===== config.mk =====
export PLATFORM = sky130hd
export DESIGN_NAME = ext_irq_sense
export DESIGN_NICKNAME = d
export VERILOG_FILES = /design/src/rtl/eisc_pkg.sv /design/src/rtl/eisc_sync.sv /design/src/rtl/eisc_line.sv /design/src/rtl/eisc_pcgrp.sv /design/src/rtl/ext_irq_sense.sv
export SDC_FILE = /design/constraint.sdc
export NUM_CORES = 1
export LEC_CHECK = 0
export BUFFER_PORTS_ARGS = -buffer_cell sky130_fd_sc_hd__buf_4
export CAP_MARGIN = 20
export CORE_MARGIN = 2
export CORE_UTILIZATION = 55
export DETAILED_ROUTE_END_ITERATION = 8
export PLACE_DENSITY_LB_ADDON = 0.3
export SLEW_MARGIN = 20
export SYNTH_ARGS = -nofsm -noshare
export SYNTH_HDL_FRONTEND = slang
export SYNTH_SLANG_ARGS = --single-unit

===== constraint.sdc =====
create_clock -name clk -period 2.67 [get_ports clk]
set_input_delay 0.1335 -clock clk [delete_from_list [all_inputs] [get_ports clk]]
set_output_delay 0.1335 -clock clk [all_outputs]
set_load 0.01 [all_outputs]

===== src/rtl/eisc_pkg.sv =====
`timescale 1ns/1ps
package eisc_pkg;
  typedef enum logic [1:0] {
    SNS_LOW  = 2'b00,
    SNS_ANY  = 2'b01,
    SNS_FALL = 2'b10,
    SNS_RISE = 2'b11
  } sense_e;

  localparam logic [1:0] ADR_SENSE  = 2'd0;
  localparam logic [1:0] ADR_ENABLE = 2'd1;
  localparam logic [1:0] ADR_FLAGS  = 2'd2;
  localparam logic [1:0] ADR_PCMASK = 2'd3;
endpackage


===== src/rtl/eisc_sync.sv =====
`timescale 1ns/1ps
module eisc_sync #(
  parameter int W = 4
) (
  input  logic         clk,
  input  logic         rst_n,
  input  logic [W-1:0] d_i,
  output logic [W-1:0] q_o
);
  logic [W-1:0] meta_q, sync_q;

  always_ff @(posedge clk or negedge rst_n) begin
    if (!rst_n) begin
      meta_q <= '0;
      sync_q <= '0;
    end else begin
      meta_q <= d_i;
      sync_q <= meta_q;
    end
  end

  assign q_o = sync_q;
endmodule


===== src/rtl/eisc_line.sv =====
`timescale 1ns/1ps
module eisc_line
  import eisc_pkg::*;
(
  input  logic   clk,
  input  logic   rst_n,
  input  logic   pin_s_i,
  input  sense_e mode_i,
  input  logic   clr_i,
  input  logic   gate_i,
  output logic   flag_o,
  output logic   req_o
);
  logic pin_prev_q, qual_prev_q, flag_q;
  logic qual, hit, flag_d, level_live;

  // Qualified value depends on the mode in force, so a mode rewrite can
  // present a fresh rising qualified value to the detector.
  always_comb begin
    qual = (mode_i == SNS_RISE) ? pin_s_i : ~pin_s_i;
    case (mode_i)
      SNS_ANY:            hit = pin_s_i ^ pin_prev_q;
      SNS_FALL, SNS_RISE: hit = qual & ~qual_prev_q;
      default:            hit = 1'b0;
    endcase
    flag_d     = hit | (flag_q & ~clr_i);
    level_live = (mode_i == SNS_LOW) & ~pin_s_i;
  end

  always_ff @(posedge clk or negedge rst_n) begin
    if (!rst_n) begin
      pin_prev_q  <= 1'b0;
      qual_prev_q <= 1'b0;
      flag_q      <= 1'b0;
    end else begin
      pin_prev_q  <= pin_s_i;
      qual_prev_q <= qual;
      flag_q      <= flag_d;
    end
  end

  assign flag_o = flag_q;
  assign req_o  = gate_i & (flag_q | level_live);
endmodule


===== src/rtl/eisc_pcgrp.sv =====
`timescale 1ns/1ps
module eisc_pcgrp #(
  parameter int N = 8
) (
  input  logic         clk,
  input  logic         rst_n,
  input  logic [N-1:0] pins_s_i,
  input  logic [N-1:0] mask_i,
  input  logic         clr_i,
  input  logic         gate_i,
  output logic         flag_o,
  output logic         req_o
);
  logic [N-1:0] prev_q;
  logic         flag_q, hit, flag_d;

  always_comb begin
    hit    = |((pins_s_i ^ prev_q) & mask_i);
    flag_d = hit | (flag_q & ~clr_i);
  end

  always_ff @(posedge clk or negedge rst_n) begin
    if (!rst_n) begin
      prev_q <= '0;
      flag_q <= 1'b0;
    end else begin
      prev_q <= pins_s_i;
      flag_q <= flag_d;
    end
  end

  assign flag_o = flag_q;
  assign req_o  = gate_i & flag_q;
endmodule


===== src/rtl/ext_irq_sense.sv =====
`timescale 1ns/1ps
module ext_irq_sense
  import eisc_pkg::*;
#(
  parameter int N_LINES = 4,
  parameter int N_PC    = 8,
  parameter int DW      = 8
) (
  input  logic               clk,
  input  logic               rst_n,
  input  logic               gie_i,
  input  logic [N_LINES-1:0] pin_i,
  input  logic [N_PC-1:0]    pc_pin_i,
  input  logic               wr_en_i,
  input  logic [1:0]         wr_addr_i,
  input  logic [DW-1:0]      wr_data_i,
  input  logic [1:0]         rd_addr_i,
  output logic [DW-1:0]      rd_data_o,
  output logic [N_LINES-1:0] irq_o,
  output logic               pc_irq_o
);
  localparam int CTRL_W = 2 * N_LINES;
  localparam int PC_BIT = N_LINES;

  // Reset: asserted asynchronously, released through two flops.
  logic [1:0] rst_pipe_q;
  logic       rst_n_core;
  always_ff @(posedge clk or negedge rst_n) begin
    if (!rst_n) rst_pipe_q <= 2'b00;
    else        rst_pipe_q <= {rst_pipe_q[0], 1'b1};
  end
  assign rst_n_core = rst_pipe_q[1];

  // Configuration registers
  logic [CTRL_W-1:0] sense_q, sense_d;
  logic [PC_BIT:0]   en_q, en_d;
  logic [N_PC-1:0]   pcmsk_q, pcmsk_d;
  logic              we_sense, we_en, we_pcmsk, we_flags;
  logic [PC_BIT:0]   clr_vec;
  logic              unused_wdata_bits;

  always_comb begin
    we_sense = wr_en_i && (wr_addr_i == ADR_SENSE);
    we_en    = wr_en_i && (wr_addr_i == ADR_ENABLE);
    we_flags = wr_en_i && (wr_addr_i == ADR_FLAGS);
    we_pcmsk = wr_en_i && (wr_addr_i == ADR_PCMASK);
    sense_d  = we_sense ? wr_data_i[CTRL_W-1:0] : sense_q;
    en_d     = we_en    ? wr_data_i[PC_BIT:0]   : en_q;
    pcmsk_d  = we_pcmsk ? wr_data_i[N_PC-1:0]   : pcmsk_q;
    clr_vec  = we_flags ? wr_data_i[PC_BIT:0]   : '0;
  end
  assign unused_wdata_bits = ^wr_data_i;

  always_ff @(posedge clk or negedge rst_n_core) begin
    if (!rst_n_core) begin
      sense_q <= '0;
      en_q    <= '0;
      pcmsk_q <= '0;
    end else begin
      sense_q <= sense_d;
      en_q    <= en_d;
      pcmsk_q <= pcmsk_d;
    end
  end

  // Synchronisers
  logic [N_LINES-1:0] pin_s;
  logic [N_PC-1:0]    pc_s;

  eisc_sync #(.W(N_LINES)) u_sync_ln (
    .clk(clk), .rst_n(rst_n_core), .d_i(pin_i), .q_o(pin_s)
  );
  eisc_sync #(.W(N_PC)) u_sync_pc (
    .clk(clk), .rst_n(rst_n_core), .d_i(pc_pin_i), .q_o(pc_s)
  );

  // Per-line detectors
  logic [PC_BIT:0] flags_all;

  for (genvar g = 0; g < N_LINES; g++) begin : g_line
    eisc_line u_line (
      .clk    (clk),
      .rst_n  (rst_n_core),
      .pin_s_i(pin_s[g]),
      .mode_i (sense_e'(sense_q[2*g +: 2])),
      .clr_i  (clr_vec[g]),
      .gate_i (en_q[g] & gie_i),
      .flag_o (flags_all[g]),
      .req_o  (irq_o[g])
    );
  end

  eisc_pcgrp #(.N(N_PC)) u_pcgrp (
    .clk     (clk),
    .rst_n   (rst_n_core),
    .pins_s_i(pc_s),
    .mask_i  (pcmsk_q),
    .clr_i   (clr_vec[PC_BIT]),
    .gate_i  (en_q[PC_BIT] & gie_i),
    .flag_o  (flags_all[PC_BIT]),
    .req_o   (pc_irq_o)
  );

  // Read mux
  always_comb begin
    rd_data_o = '0;
    case (rd_addr_i)
      ADR_SENSE:  rd_data_o[CTRL_W-1:0] = sense_q;
      ADR_ENABLE: rd_data_o[PC_BIT:0]   = en_q;
      ADR_FLAGS:  rd_data_o[PC_BIT:0]   = flags_all;
      default:    rd_data_o[N_PC-1:0]   = pcmsk_q;
    endcase
  end
endmodule


==> flow_summary.toml, run 1 <==
[logic_synthesis]
syn_nets = 198
ys_seq_area_share_pct = 66.0
syn-cell-area_um2 = 2580
synth.avg_cell_area_um2 = 15.2
synth_area_leaders = "dfrtp_1 66%, mux2_2 9.2%, xor2_1 6.8%, mux4_2 4.4%, nand2_1 2.0%"
synth_top_area_share_pct = 66.0
ys_seq_elements = 68
synth.mux.area_fraction_pct = 13.5
synth.largest_area_cell = "dfrtp_1"
yosys_warnings = 0
synth_compound_area_share_pct = 5.38
synth_top_family_by_area = "multiplexers"
syn_inst = 170
ys_types = 22
synthSimpleGateAreaFrac_pct = 6.64
yosys.area_share.adder_pct = 0
yosys.area_share.xor_xnor_pct = 6.79

[global_route]
first_global_vias = 1691
grt_first_pass_wirelength_um = 7920
grt_max_degree = 31
antenna_found_initial = 0
grtUsageTotal_pct = 20.8
overflow = 0

[layout]
fin_cells = 286
ff_latch_area_um2 = 1700
drive_gt1_share_pct = 36.3
nNetsFinal = 258
final_cell_mix = "67 x dfrtp_1, 42 x buf_4, 21 x mux2_2"
multi_input_area_um2 = 838
n_antenna_cell = 0
final_core_util_pct = 72.5
area_delta_synth_final_pct = 24.8
finalInstanceArea_um2 = 3220
n_fill_cell = 308
layout_commonest_cell = "dfrtp_1"

[clocking]
clock_path_buffers = 2
cts_inserted_buffers = 9
numClockSinks = 68
clk_root_buffer_cell = "clkbuf_8"
htree_levels = 3
post_cts_resized = 0
postCtsHoldBufs = 13
path_clk_slew_ns = 0.07
post_cts_buffers = 0
clk_latency_ns = 0.33
cts_tree = "yes"

[power]
powerDensity_nw_per_um2 = 732
intPower_mw = 1.75
combPwrFrac_pct = 15.4
p_clk_share_pct = 30.9
switching_share_pct = 25.7
power_frac_seq_pct = 53.6
power_leakage_nw = 1.48
vdd_drop_max_mv = 0.396
p_switching_mw = 0.605

[critical_path]
rr_endpoint = "u_pcgrp.flag_o"
rrSetupSlack_ns = 1.44
cp.required_ns = 2.54
r2r_cells = 4
crit_path_start_kind = "register"
path_class = "reg -> out"
cp.arrival_ns = 1.45
timing.rr.start = "u_pcgrp.prev_q[5]"
critical_path.endpoint = "rd_data_o[4]"
critPathSlowestCell = "mux4_2"
path_cells = "mux4_2 > buf_4"
crit_fanout = 6
cp-end-kind = "output pin"
cp_slowest_stage_delay_ns = 0.50
cp-startpoint = "sense_q[4]"

[timing]
post-route-min-period_ns = 1.58
fin_skew_ns = 0.0113
maxSlewHeadroom_pct = 57.9
fin_hold_ws_ns = 0.0457
hold_viol = 0
timing.setup.tns_ns = 0
rsz0062_at_grt = "no"
drv_slew = 0
worstMarginPinSlew_ns = 0.632
fmax_mhz = 633
setup_viol = 0
post-route-period-util_pct = 59.2

[placed_design]
place_area_um2 = 2920
place.port_buffers = 40
hpwl_um = 3250
dp_cells = 258
gp_congestion = 0.841

[route]
wl_per_cell_um = 16.7
dr.pass1.iters = 4
drc = 0
drtIter0Drc = 88
vias = 1571
postRouteAntennaNets = 0
viasPerCell = 5.49
finalWirelength_um = 4780

[die]
ios = 41
fp.coreArea_um2 = 4440
die_height_um = 72.5
die_w_um = 72.5
row_count = 24
die_area_um2 = 5250
initial_utilization_pct = 58.1

[run_status]
outcome = "completed"

[worst_hold_path]
hold_path.class = "in -> reg"

[job]
drv_cap = 0
==> worst min path at each step <==
stage / startpoint / cells past startpoint / slack [ns] / end
finish: wr_data_i[7] / 2 / 0.05 / sense_q[7]
global placement: rst_n / 1 / -0.08 / rst_pipe_q[0]
CTS: wr_data_i[7] / 2 / 0.03 / sense_q[7]
detailed placement: rst_n / 1 / -0.08 / rst_pipe_q[0]
floorplan: rst_n / 0 / -0.16 / rst_pipe_q[0]
global route: wr_data_i[7] / 2 / 0.03 / sense_q[7]
==> final cells by class <==
class,instances,share of cell area [%]
flip-flops and latches,68,52.9
multi-input cells,96,26.0
well taps,52,2.02
clock inverters,2,0.311
repair buffers,55,13.8
clock buffers,13,4.93
==> Yosys cell counts <==
| master | number |
|---|---|
| nand2_1 | 14 |
| xor2_1 | 20 |
| and3b_2 | 1 |
| nand4_1 | 1 |
| a22o_1 | 4 |
| nand3b_1 | 1 |
| o211a_1 | 4 |
| and2_1 | 1 |
| nor3_1 | 4 |
| mux2_2 | 21 |
| buf_4 | 4 |
| and3_1 | 1 |
| nor3b_4 | 1 |
| conb_1 | 1 |
| nor2_1 | 9 |
| a221oi_1 | 1 |
| a22oi_1 | 2 |
| buf_2 | 2 |
| a221o_1 | 4 |
| dfrtp_1 | 68 |
| mux4_2 | 5 |
| nand3_2 | 1 |
==> layer usage <==
layer / global-route usage, % / share of wire [%]
met5: 0 / 0
met4: 9.26 / 1.6
met3: 6.81 / 5.4
met2: 33.1 / 50
met1: 26.4 / 43
==> critical path: cells and delay by family (launching register included) <==
kind	cells	cell delay (ns)
multiplexers	1	0.50
flip-flops	1	0.45
buffers and inverters	1	0.16
==> sequential cells by signal, indices dropped and copies added (netlist names) <==
signal,flops
g_line.u_line.flag_o,4
g_line.u_line.pin_prev_q,4
u_pcgrp.flag_o,1
u_sync_pc.q_o,8
pcmsk_q,8
en_q,5
u_pcgrp.prev_q,8
u_sync_ln.q_o,4
g_line.u_line.qual_prev_q,4
rst_pipe_q,2
u_sync_ln.meta_q,4
sense_q,8
u_sync_pc.meta_q,8
==> through the flow <==
step	setup WS [ns]	total power [mW]
after global routing	1.04	2.47
after CTS	1.07	2.38
after detailed placement	1.44	1.63
after global placement	1.45	1.60
after floorplan	0.636	1.48
final	1.09	2.36
==> power by group through the flow <==
stage,Sequential [mW],Combinational (mW),Clock [mW]
after floorplan,1.25,0.225,0
after global placement,1.27,0.332,0
after detailed placement,1.28,0.349,0
after CTS,1.26,0.367,0.749
after global routing,1.28,0.395,0.796
final,1.26,0.364,0.729
==> cells by family after synthesis <==
kind of cell    count (synthesis)
simple gates                   34
buf+inv                         6
mux                            26
flops                          68
other cells                     1
compound gates                 15
xor+xnor                       20
Note: power is estimated with default switching activity, not from simulation.
==> inputs of run 2 (changes only) <==
Settings changed: CORE_UTILIZATION 55 to 50.
Clock period 2.67 ns to 1.4 ns, I/O delays scaled along.
==> run 2 against run 1 <==
The run now ends with setup timing left. Global-route usage down 1.1 points. Wire length up 3.9%. Register-to-register slack worse by 1.3 ns. Sequential cell count unchanged. Worst hold slack better by 0.012 ns. Final cell count up 17%. Clock skew down 0.0022 ns. Design area up 12%. Non-clock buffer count up 29. Count of clock-buffer cells in the layout down 2. Worst setup slack worse by 1.1 ns. Core utilization down 1.2 points.
==> flow_summary.toml, run 2 (synthesized netlist as in run 1, its figures left out) <==
[critical_path]
critPathSlowestCell = "mux4_2"
crit_buf_inv = 1
cp.required_ns = 1.33
cp-startpoint = "pcmsk_q[2]"
rr_endpoint = "u_pcgrp.flag_o"
path_cells = "mux4_2 > buf_6"
cp.arrival_ns = 1.37
rrSetupSlack_ns = 0.12
cp_slowest_stage_delay_ns = 0.50
crit_fanout = 3
path_class = "reg -> out"
r2r_cells = 5
crit_family = "multiplexers"
timing.rr.start = "pcmsk_q[1]"
crit_path_start_kind = "register"
cp-end-kind = "output pin"

[run_status]
violations = "setup timing"
outcome = "finished, violations left"

[timing]
post-route-min-period_ns = 1.44
worstMarginPinSlew_ns = 0.523
timing.setup.tns_ns = -0.0955
setup_viol = 5
fin_skew_ns = 0.00910
maxSlewHeadroom_pct = 65.1
hold_viol = 0
drv_slew = 0
rsz0062_at_grt = "yes"
post-route-period-util_pct = 103
fmax_mhz = 692
finalWorstSetupSlack_ns = -0.0442

[layout]
layout_commonest_cell = "dfrtp_1"
fin_cells = 334
drive_gt1_share_pct = 43.6
nNetsFinal = 287
final_core_util_pct = 71.3
n_antenna_cell = 0
final_cell_mix = "63 x dfrtp_1, 56 x buf_4, 21 x mux2_2, 21 x dlygate4sd3_1, 20 x xor2_1"
finalInstanceArea_um2 = 3590
area_delta_synth_final_pct = 39.3

[route]
viasPerCell = 4.94
dr.pass1.iters = 4
drtIter0Drc = 95
wl_per_cell_um = 14.9
finalWirelength_um = 4960
drc = 0
postRouteAntennaNets = 0
vias = 1651

[power]
powerDensity_nw_per_um2 = 1450
power_leakage_nw = 1.65
vdd_drop_max_mv = 0.985

[placed_design]
gp_congestion = 0.775
place.port_buffers = 40
place_area_um2 = 2950
dp_slack_ns = 0.202
dp_cells = 277
hpwl_um = 3130

[global_route]
antenna_found_initial = 0
grtUsageTotal_pct = 19.8
first_global_vias = 1662
overflow = 0
grt_first_pass_wirelength_um = 7990
grt_max_degree = 43

[clocking]
path_clk_slew_ns = 0.07
clk_latency_ns = 0.34
htree_levels = 3
numClockSinks = 68
clock_path_buffers = 2
clk_root_buffer_cell = "clkbuf_8"
cts_tree = "yes"
cts_inserted_buffers = 9

[die]
initial_utilization_pct = 51.2
die_w_um = 75.8
fp.coreArea_um2 = 5040
ios = 41
row_count = 26
die_area_um2 = 5750
die_height_um = 75.8

[job]
drv_cap = 0

[worst_hold_path]
hold_path.class = "in -> async"
run 2: through the flow:
stage,power [mW],hold slack (ns)
floorplan,2.82,-0.226
global placement,3.06,-0.148
detailed placement,3.10,-0.147
CTS,5.18,0.0425
global route,5.47,0.0543
finish,5.22,0.0577
run 2: what timing repair did:
| action | CTS | global route |
|---|---|---|
| hold endpoints to repair | 35 | 0 |
| setup endpoints to repair | 5 | 9 |
| buffers inserted | 14 | 6 |
| hold buffers | 21 | 0 |
| resized for setup | 9 | 6 |
run 2: layout make-up:
cell class | count | area (um^2)
sequential | 68 | 1710
timing repair buffer | 84 | 709
clock buffer | 11 | 131
clock inverter | 5 | 100
multi-input combinational | 96 | 858
fill | 334 | 1450
tap | 70 | 87.6
run 2: routing by layer:
| layer | track usage, % | wire length, um | vias to the layer above |
|---|---|---|---|
| met5 | 0 | 0 | - |
| met4 | 8.19 | 64 | 0 |
| met3 | 6.35 | 212 | 7 |
| met2 | 31.1 | 2480 | 39 |
| met1 | 25.5 | 2210 | 833 |
| li1 | - | - | 772 |
run 2: worst max-delay path by stage:
stage / endpoint / slack, ns / depth (start not counted)
global placement: u_pcgrp.flag_o / 0.23 / 4
CTS: rd_data_o[2] / -0.05 / 2
detailed placement: u_pcgrp.flag_o / 0.20 / 4
finish: rd_data_o[2] / -0.04 / 2
floorplan: en_q[0] / 0.24 / 0
global route: rd_data_o[2] / -0.08 / 2
run 2: where the power goes:
group	switching, mW	internal (mW)
Sequential	0.163	2.20
Clock	0.686	1.18
Combinational	0.384	0.613
